--- src/rtl/csum_pkg.sv ---
package csum_pkg;
  localparam int unsigned HALF_W = 16;
  localparam int unsigned NHALF  = 2;
  localparam int unsigned DATA_W = HALF_W * NHALF;
  localparam int unsigned NGRP   = 6;
  localparam int unsigned NCY    = NGRP * NHALF;
  localparam int unsigned IDLE_W = 4;

  // width of lookahead group g (3,3,2,3,3,2 from bit 0 upward)
  function automatic int unsigned grp_w(int unsigned g);
    case (g)
      2, 5:    return 2;
      default: return 3;
    endcase
  endfunction

  // lowest bit of lookahead group g
  function automatic int unsigned grp_lo(int unsigned g);
    int unsigned s;
    s = 0;
    for (int unsigned k = 0; k < g; k++) s += grp_w(k);
    return s;
  endfunction
endpackage

--- src/rtl/csum_group.sv ---
module csum_group #(
  parameter int unsigned W = 3
) (
  input  logic [W-1:0] a,
  input  logic [W-1:0] b,
  input  logic         cin,
  output logic [W-1:0] s,
  output logic         cout
);
  logic [W:0]   c;
  logic [W-1:0] gen;
  logic [W-1:0] prp;

  always_comb begin
    gen  = a & b;
    prp  = a | b;
    c[0] = cin;
    for (int k = 0; k < int'(W); k++) c[k+1] = gen[k] | (prp[k] & c[k]);
    s    = a ^ b ^ c[W-1:0];
    cout = c[W];
  end
endmodule

--- src/rtl/csum_half.sv ---
module csum_half
  import csum_pkg::*;
#(
  parameter int unsigned HW = HALF_W,
  parameter int unsigned NG = NGRP
) (
  input  logic          clk,
  input  logic          rst_n,
  input  logic          clr,
  input  logic [HW-1:0] addend,
  output logic [HW-1:0] sum,
  output logic [NG-1:0] carry
);
  logic [HW-1:0] sum_q, sum_d, sum_nxt;
  logic [NG-1:0] cy_q, cy_d, cy_nxt;

  for (genvar g = 0; g < int'(NG); g++) begin : g_grp
    localparam int unsigned LO   = grp_lo(g);
    localparam int unsigned GW   = grp_w(g);
    localparam int unsigned PREV = (g + NG - 1) % NG;
    csum_group #(.W(GW)) grp_i (
      .a   (sum_q[LO +: GW]),
      .b   (addend[LO +: GW]),
      .cin (cy_q[PREV]),
      .s   (sum_d[LO +: GW]),
      .cout(cy_d[g])
    );
  end

  always_comb begin
    sum_nxt = clr ? '0 : sum_d;
    cy_nxt  = clr ? '0 : cy_d;
  end

  always_ff @(posedge clk or negedge rst_n) begin
    if (!rst_n) begin
      sum_q <= '0;
      cy_q  <= '0;
    end else begin
      sum_q <= sum_nxt;
      cy_q  <= cy_nxt;
    end
  end

  assign sum   = sum_q;
  assign carry = cy_q;
endmodule

--- src/rtl/csum_in_stage.sv ---
module csum_in_stage
  import csum_pkg::*;
#(
  parameter int unsigned DW = DATA_W
) (
  input  logic          clk,
  input  logic          rst_n,
  input  logic          clr,
  input  logic          cap,
  input  logic          add_en,
  input  logic [DW-1:0] din,
  output logic [DW-1:0] dl_q,
  output logic          add_q
);
  logic [DW-1:0] dl_nxt;
  logic          dl_en;
  logic          add_nxt;

  always_comb begin
    dl_en   = clr | cap;
    dl_nxt  = clr ? '0 : din;
    add_nxt = ~clr & add_en;
  end

  always_ff @(posedge clk or negedge rst_n) begin
    if (!rst_n) begin
      dl_q  <= '0;
      add_q <= 1'b0;
    end else begin
      if (dl_en) dl_q <= dl_nxt;
      add_q <= add_nxt;
    end
  end
endmodule

--- src/rtl/csum_idle_mon.sv ---
module csum_idle_mon
  import csum_pkg::*;
#(
  parameter int unsigned IW = IDLE_W,
  parameter int unsigned NC = NCY
) (
  input  logic          clk,
  input  logic          rst_n,
  input  logic          clr,
  input  logic          add_q,
  input  logic [NC-1:0] carry_all,
  output logic          settled,
  output logic [IW-1:0] idle_cnt
);
  localparam logic [IW-1:0] CNT_MAX = '1;
  logic [IW-1:0] cnt_q, cnt_nxt;
  logic          cnt_en;

  always_comb begin
    cnt_en  = clr | add_q | (cnt_q != CNT_MAX);
    cnt_nxt = (clr | add_q) ? '0 : cnt_q + 1'b1;
  end

  always_ff @(posedge clk or negedge rst_n) begin
    if (!rst_n)      cnt_q <= '0;
    else if (cnt_en) cnt_q <= cnt_nxt;
  end

  assign settled  = ~add_q & ~(|carry_all);
  assign idle_cnt = cnt_q;
endmodule

--- src/rtl/csum_ring_acc.sv ---
module csum_ring_acc
  import csum_pkg::*;
(
  input  logic              clk,
  input  logic              rst_n,
  input  logic              clr,
  input  logic              cap,
  input  logic              add_en,
  input  logic [DATA_W-1:0] din,
  output logic [DATA_W-1:0] sum_q,
  output logic              settled,
  output logic [IDLE_W-1:0] idle_cnt
);
  logic [DATA_W-1:0] dl_q;
  logic              add_q;
  logic [DATA_W-1:0] addend;
  logic [NCY-1:0]    carry_all;

  csum_in_stage #(.DW(DATA_W)) in_i (
    .clk   (clk),
    .rst_n (rst_n),
    .clr   (clr),
    .cap   (cap),
    .add_en(add_en),
    .din   (din),
    .dl_q  (dl_q),
    .add_q (add_q)
  );

  assign addend = add_q ? dl_q : '0;

  for (genvar h = 0; h < int'(NHALF); h++) begin : g_half
    csum_half #(.HW(HALF_W), .NG(NGRP)) half_i (
      .clk   (clk),
      .rst_n (rst_n),
      .clr   (clr),
      .addend(addend[h*HALF_W +: HALF_W]),
      .sum   (sum_q[h*HALF_W +: HALF_W]),
      .carry (carry_all[h*NGRP +: NGRP])
    );
  end

  csum_idle_mon #(.IW(IDLE_W), .NC(NCY)) mon_i (
    .clk      (clk),
    .rst_n    (rst_n),
    .clr      (clr),
    .add_q    (add_q),
    .carry_all(carry_all),
    .settled  (settled),
    .idle_cnt (idle_cnt)
  );
endmodule

--- config.mk ---
export PLATFORM = sky130hd
export DESIGN_NAME = csum_ring_acc
export DESIGN_NICKNAME = d
export VERILOG_FILES = /design/src/rtl/csum_pkg.sv /design/src/rtl/csum_group.sv /design/src/rtl/csum_half.sv /design/src/rtl/csum_in_stage.sv /design/src/rtl/csum_idle_mon.sv /design/src/rtl/csum_ring_acc.sv
export SDC_FILE = /design/constraint.sdc
export NUM_CORES = 1
export LEC_CHECK = 0
export ABC_CLOCK_PERIOD_IN_PS = 4000
export BUFFER_PORTS_ARGS = -buffer_cell sky130_fd_sc_hd__buf_2
export CAP_MARGIN = 0
export CELL_PAD_IN_SITES_DETAIL_PLACEMENT = 1
export CELL_PAD_IN_SITES_GLOBAL_PLACEMENT = 1
export CORE_MARGIN = 1.5
export CORE_UTILIZATION = 29
export DETAILED_ROUTE_END_ITERATION = 8
export PLACE_DENSITY_LB_ADDON = 0.15
export SYNTH_ARGS = -nofsm -noshare
export SYNTH_HDL_FRONTEND = slang
export SYNTH_SLANG_ARGS = --single-unit
--- constraint.sdc ---
create_clock -name clk -period 4 [get_ports clk]
set_clock_uncertainty 0.15 [all_clocks]
set_input_delay 0.8 -clock clk [delete_from_list [all_inputs] [get_ports clk]]
set_output_delay 0.8 -clock clk [all_outputs]
set_load 0.005 [all_outputs]
* Word level (Yosys, flattened, before mapping)
Index checks and enable logic that the tools add are counted.
** Operators by class
- Add/sub/neg operators :: 1
- Mux-type cells :: 7
- Bitwise gates (word level) :: 120
- Reduce and logical (&&, ||, !) cells :: 1
- Eq/ne operators :: 1
** Operators with widths (number)
- $mux W32 :: 2
- $xor A3 B3 Y3 :: 16
- $or A1 B1 Y1 :: 35
- $and A1 B1 Y1 :: 34
- $mux W16 :: 2
- $and A3 B3 Y3 :: 8
- $or A3 B3 Y3 :: 8
- $xor A2 B2 Y2 :: 8
- $mux W6 :: 2
- $reduce_or A12 Y1 :: 1
- $and A2 B2 Y2 :: 4
- $or A2 B2 Y2 :: 4
- $add A4 B1 Y4 const B :: 1
- $mux W4 :: 1
- $ne A4 B4 Y1 const B :: 1
- $not A1 Y1 :: 3
** Word-level totals
- Bits in registers :: 81
- Word-level logic and storage cells :: 137
- Bits of input ports :: 37
- Output and inout port bits :: 37

* Logic depth before layout (Yosys ltp)
- Depth in word-level cells :: 9
- Depth in mapped cells :: 8
- Mapped depth without buffers :: 6

* Hierarchy
From an unflattened synthesis, not the netlist that was laid out.
** Second synthesis, totals
- Cell total of the unflattened synthesis :: 321
- Area total of the unflattened synthesis :: 4136.5 µm²
** Modules (own cells, without submodules)
- csum_half :: sequential area each 550.5 µm², cells an instance 46, times used 2, area each 750.7 µm²
- csum_in_stage :: sequential area each 825.8 µm², cells an instance 106, times used 1, area each 1367.6 µm²
- csum_group at g_half[0].half_i.g_grp[0].grp_i ... :: sequential area each 0.0 µm², cells an instance 3, times used 8, area each 60.1 µm²
- csum_group at g_half[0].half_i.g_grp[2].grp_i ... :: sequential area each 0.0 µm², cells an instance 10, times used 4, area each 70.1 µm²
- csum_ring_acc :: sequential area each 0.0 µm², cells an instance 35, times used 1, area each 255.2 µm²
- csum_idle_mon :: sequential area each 100.1 µm², cells an instance 24, times used 1, area each 251.5 µm²

* Least setup slack after synthesis
No wires, ideal clock.
- Path type :: register to register
- From :: reg in_i.add_q
- To :: reg g_half[1].half_i.sum_q[2]
- Required time :: 3.728 ns
- Arrival :: 2.040 ns
- Buffers on the path :: 2
- Period minus slack after synthesis :: 2.311 ns
- Stages on the path, launching flop included :: 9
- Setup slack :: 1.689 ns
- Library setup time :: 0.122 ns
- Cells stage by stage :: dfrtp_1 > buf_6 > buf_2 > nand2_1 > fa_1 > fa_1 > inv_1 > fa_1 > nor2b_1
** Between the ends
- Longest elaborated chain between the ends :: 8
- Elaborated cells on any way between the ends :: 10
- Classes of those cells :: mux (2); bitwise (8)
** Ends and longest elaborated chain
- start: declaration :: line csum_in_stage.sv:13 : output logic add_q
- start signal: assignment :: line csum_in_stage.sv:31 : add_q <= add_nxt;
- $mux W32 (*) :: line csum_ring_acc.sv:30 : assign addend = add_q ? dl_q : '0;
- $or A3 B3 Y3 :: line csum_group.sv:16 : prp = a | b;
- $and A1 B1 Y1 :: line csum_group.sv:18 : for (int k = 0; k < int'(W); k++) c[k+1] = gen[k] | (prp[k] & c[k]);
- $or A1 B1 Y1 :: line csum_group.sv:18
- $and A1 B1 Y1 :: line csum_group.sv:18
- $or A1 B1 Y1 :: line csum_group.sv:18
- $xor A3 B3 Y3 (*) :: line csum_group.sv:19 : s = a ^ b ^ c[W-1:0];
- $mux W16 (*) :: line csum_half.sv:31 : sum_nxt = clr ? '0 : sum_d;
- net g_half[1].half_i.sum_nxt[2] :: line csum_half.sv:14 : logic [HW-1:0] sum_q, sum_d, sum_nxt;
- end signal: assignment :: line csum_half.sv:40 : sum_q <= sum_nxt;
- end: declaration :: line csum_half.sv:14
The timed path passes the listed nets; every way through them passes the cells marked *.
A chain may end at the register's enable or synchronous reset.

* Worst setup path in the final report
- From :: reg in_i.add_q
- To :: out settled
** Between the ends
- Longest elaborated chain between the ends :: 2
** Ends and longest elaborated chain
- $not A1 Y1 :: line csum_idle_mon.sv:29 : assign settled = ~add_q & ~(|carry_all);
- $and A1 B1 Y1 :: line csum_idle_mon.sv:29
- end: declaration :: line csum_ring_acc.sv:11 : output logic settled,
Every way passes these cells.

==> impl_metrics.csv <==
group,metric,value,unit
place,dp_worst_setup_slack,1.128,ns
logic_synthesis,async_reset_ff_frac,1.000,
clock_network,post-cts-setup-buffers,0,
critical_path,critPathLaunchType,"flop",
clock_network,clockBufferDepth,2,
floorplan,die_area,14260,sq um
power_and_ir_drop,vdd_ir_drop_max,174.3,uV
critical_path,timing.reg2reg.setup_slack,1.20,ns
place,dp_cells,571,
logic_synthesis,avgSynthCellArea,11.74,sq um
floorplan,io_pins,74,
grt,grt_usage,0.1400,
sta,timing.final.crit_share,0.7088,
critical_path,cp_max_fo,25,
place,place_area,4433,sq um
cells_and_area,regArea,2027,sq um
floorplan,coreArea,13240,sq um
power_and_ir_drop,p_comb_frac,0.074,
cells_and_area,antenna_cells,0,
logic_synthesis,synth-seq-area-share,0.5156,
clock_network,ctsHoldBuffers,0,
critical_path,path_cells,"nor4_2, and4_1, buf_2",
sta,fmax,352.7,MHz
clock_network,clock_latency,0.34,ns
cells_and_area,areaGrowthSynthToFinish,21.10,%
floorplan,die-width,119.4,um
critical_path,cp_data_required_time,3.05,ns
sta,relSlewSlack,0.2866,
cells_and_area,final_cell_area,4761,sq um
sta,fin_ws,1.165,ns
clock_network,clk_pin_slew,0.06,ns
critical_path,crit_slowest_cell,"dfrtp_1",
logic_synthesis,ys.flop_type,"dfrtp_1",
worst_hold_path,whs_endpoint,"in_i.dl_q[2]",
worst_hold_path,hp-start,"in_i.dl_q[2]",
flow_run,maxCapViolCount,0,
sta,holdWs,0.3712,ns
cells_and_area,multi_input_area,1623,sq um
cells_and_area,final_cells,587,
floorplan,die_h,119.4,um
floorplan,rows,42,
route,antenna_left,0,
floorplan,initial_core_util,0.2969,
power_and_ir_drop,p_int,1482,uW
grt,grt_overflow_total,0,
logic_synthesis,yosysWarningCount,0,
clock_network,post_cts_resize_count,0,
route,wl,8617,um
logic_synthesis,synth.distinct_cells,29,
clock_network,cts.sinks,81,
worst_hold_path,holdPathStages,2,
power_and_ir_drop,power.density,402.4,nW/um^2
place,place_congestion,0.7188,
logic_synthesis,synthesis.nets,405,
critical_path,endpoint_kind,"primary output",
clock_network,cts_root_buffer,"clkbuf_16",
cells_and_area,final_layout_size_suffix_gt1_frac,0.2384,
grt,grt_pass1_wl,15120,um
place,hpwl,5903,um
sta,rsz0062_at_grt,"false",
logic_synthesis,synth_edf_count,0,
route,viasPerCell,4.201,
power_and_ir_drop,sw_frac_of_total,0.2264,
power_and_ir_drop,switchingPower,433.6,uW
sta,tightestPinTransition,1.070,ns
grt,grt_pass1_vias,2855,
critical_path,critPathKind,"reg2out",
logic_synthesis,synth_cells,335,
critical_path,worst-r2r-cell-count,6,
route,routedWlPerCell,14.68,um
grt,antenna_found_initial,0,
logic_synthesis,netlist_area,3931,sq um
sta,finalHoldViolCount,0,
power_and_ir_drop,seqPwrFrac,0.457,
worst_hold_path,hp-class,"reg2reg",
clock_network,numCtsBuffers,9,
critical_path,crit_arrival,1.89,ns
power_and_ir_drop,p_leak,0.002382,uW
power_and_ir_drop,clkPwrFrac,0.468,
cells_and_area,nets,476,
route,first_pass_iters,4,
grt,grt_max_degree,82,
route,vias,2466,
sta,slew_viol_final,0,
logic_synthesis,synth_seq_cells,81,
sta,min_period,2.835,ns
sta,tns,0,ns
critical_path,r2r-start,"in_i.add_q",
route,drtIter0Drc,69,
critical_path,timing.critical_path.slowest_cell_delay,0.70,ns
clock_network,cts_tree,"done",
outcome,status,"finished, final reports clean",
sta,finalSetupViolCount,0,
route,drc_errors,0,
critical_path,worstReg2RegEnd,"g_half[1].half_i.sum[10]",
cells_and_area,fillCellCount,1501,
clock_network,h-tree-depth,3,
place,portBuffers,73,
## synth_stat cells (2+ instances only)
master | number | share of area
dfrtp_1 | 81 | 0.52
nor2_1 | 54 | 0.052
inv_1 | 44 | 0.042
fa_1 | 32 | 0.16
mux2i_1 | 32 | 0.081
nor2b_1 | 25 | 0.040
nand2_1 | 20 | 0.019
and2_1 | 12 | 0.019
buf_2 | 9 | 0.011
buf_6 | 5 | 0.014
clkbuf_1 | 2 | 0.0019
nor3b_1 | 2 | 0.0038
## worst max path at each step
stage	start	cells after the start	to	slack, ns
after global placement	in_i.add_q	6	g_half[1].half_i.sum[10]	1.16
after CTS	in_i.add_q	3	settled	1.06
after detailed placement	in_i.add_q	6	g_half[1].half_i.sum[10]	1.13
after floorplan	in_i.add_q	8	g_half[1].half_i.sum[2]	1.69
final	in_i.add_q	3	settled	1.16
after global routing	in_i.add_q	6	g_half[1].half_i.sum[5]	0.94
## worst max-delay path, delay by kind of cell (launching register included)
family | cells | cell delay [ns]
DFF | 1 | 0.70
buffers and inverters | 1 | 0.13
and+or+nand+nor | 2 | 0.72
## per-layer routing
metal  wire [um]  part of all wire  GRT usage  vias up
met5           0                 0          0        -
met4         182             0.021    0.07217        0
met3         352             0.041    0.02874       12
met2        3892              0.45     0.2023       49
met1        4189              0.49     0.1986     1244
li1            -                 -          -     1161
## cell type report
cell class,count,share of cell area
inverter,44,0.03469
timing repair buffer,77,0.08357
clock inverter,1,0.006307
sequential,81,0.4258
clock buffer,15,0.06255
multi-input combinational,193,0.3409
tap,176,0.04625
## metrics by stage
step	utilization	power, uW
2_1_floorplan	-	968.4
5_1_grt	0.3595	2012
6_report	0.3595	1916
4_1_cts	0.3595	1959
3_5_place_dp	0.3348	1041
3_3_place_gp	0.3348	1036
## cells in the final DEF, fill, tap and decap left out, types with 2 or more instances in the layout
cell and instances:
inv_1 44, buf_2 72, nor2_1 54, nor2b_1 25, clkbuf_8 5, buf_4 5, dfrtp_1 81, fa_1 32
nor3b_1 2, nand2_1 20, clkbuf_16 9, and2_1 12, mux2i_1 32
## power groups by stage
stage,combinational [uW],clock [uW],sequential (uW)
final,142,897,876
after floorplan,85.9,0,883
after detailed placement,148,0,893
after global placement,144,0,892
after global routing,166,964,882
after CTS,149,931,878
## cell families (layout without fill, tap and decap cells)
kind of cell,count (synthesis),in the layout,synth area share
compound gates,4,4,0.008275
fa+ha+maj,33,33,0.1661
buf+inv,61,137,0.07161
flops,81,81,0.5156
mux,33,33,0.08434
simple gates,123,123,0.1540
## registers in the layout, indices dropped and copies added, names as in the netlist
| name | count |
|---|---|
| mon_i.idle_cnt | 4 |
| in_i.add_q | 1 |
| g_half.half_i.sum | 32 |
| g_half.half_i.carry | 12 |
| in_i.dl_q | 32 |
No activity file was read; power rests on OpenSTA's default activity.
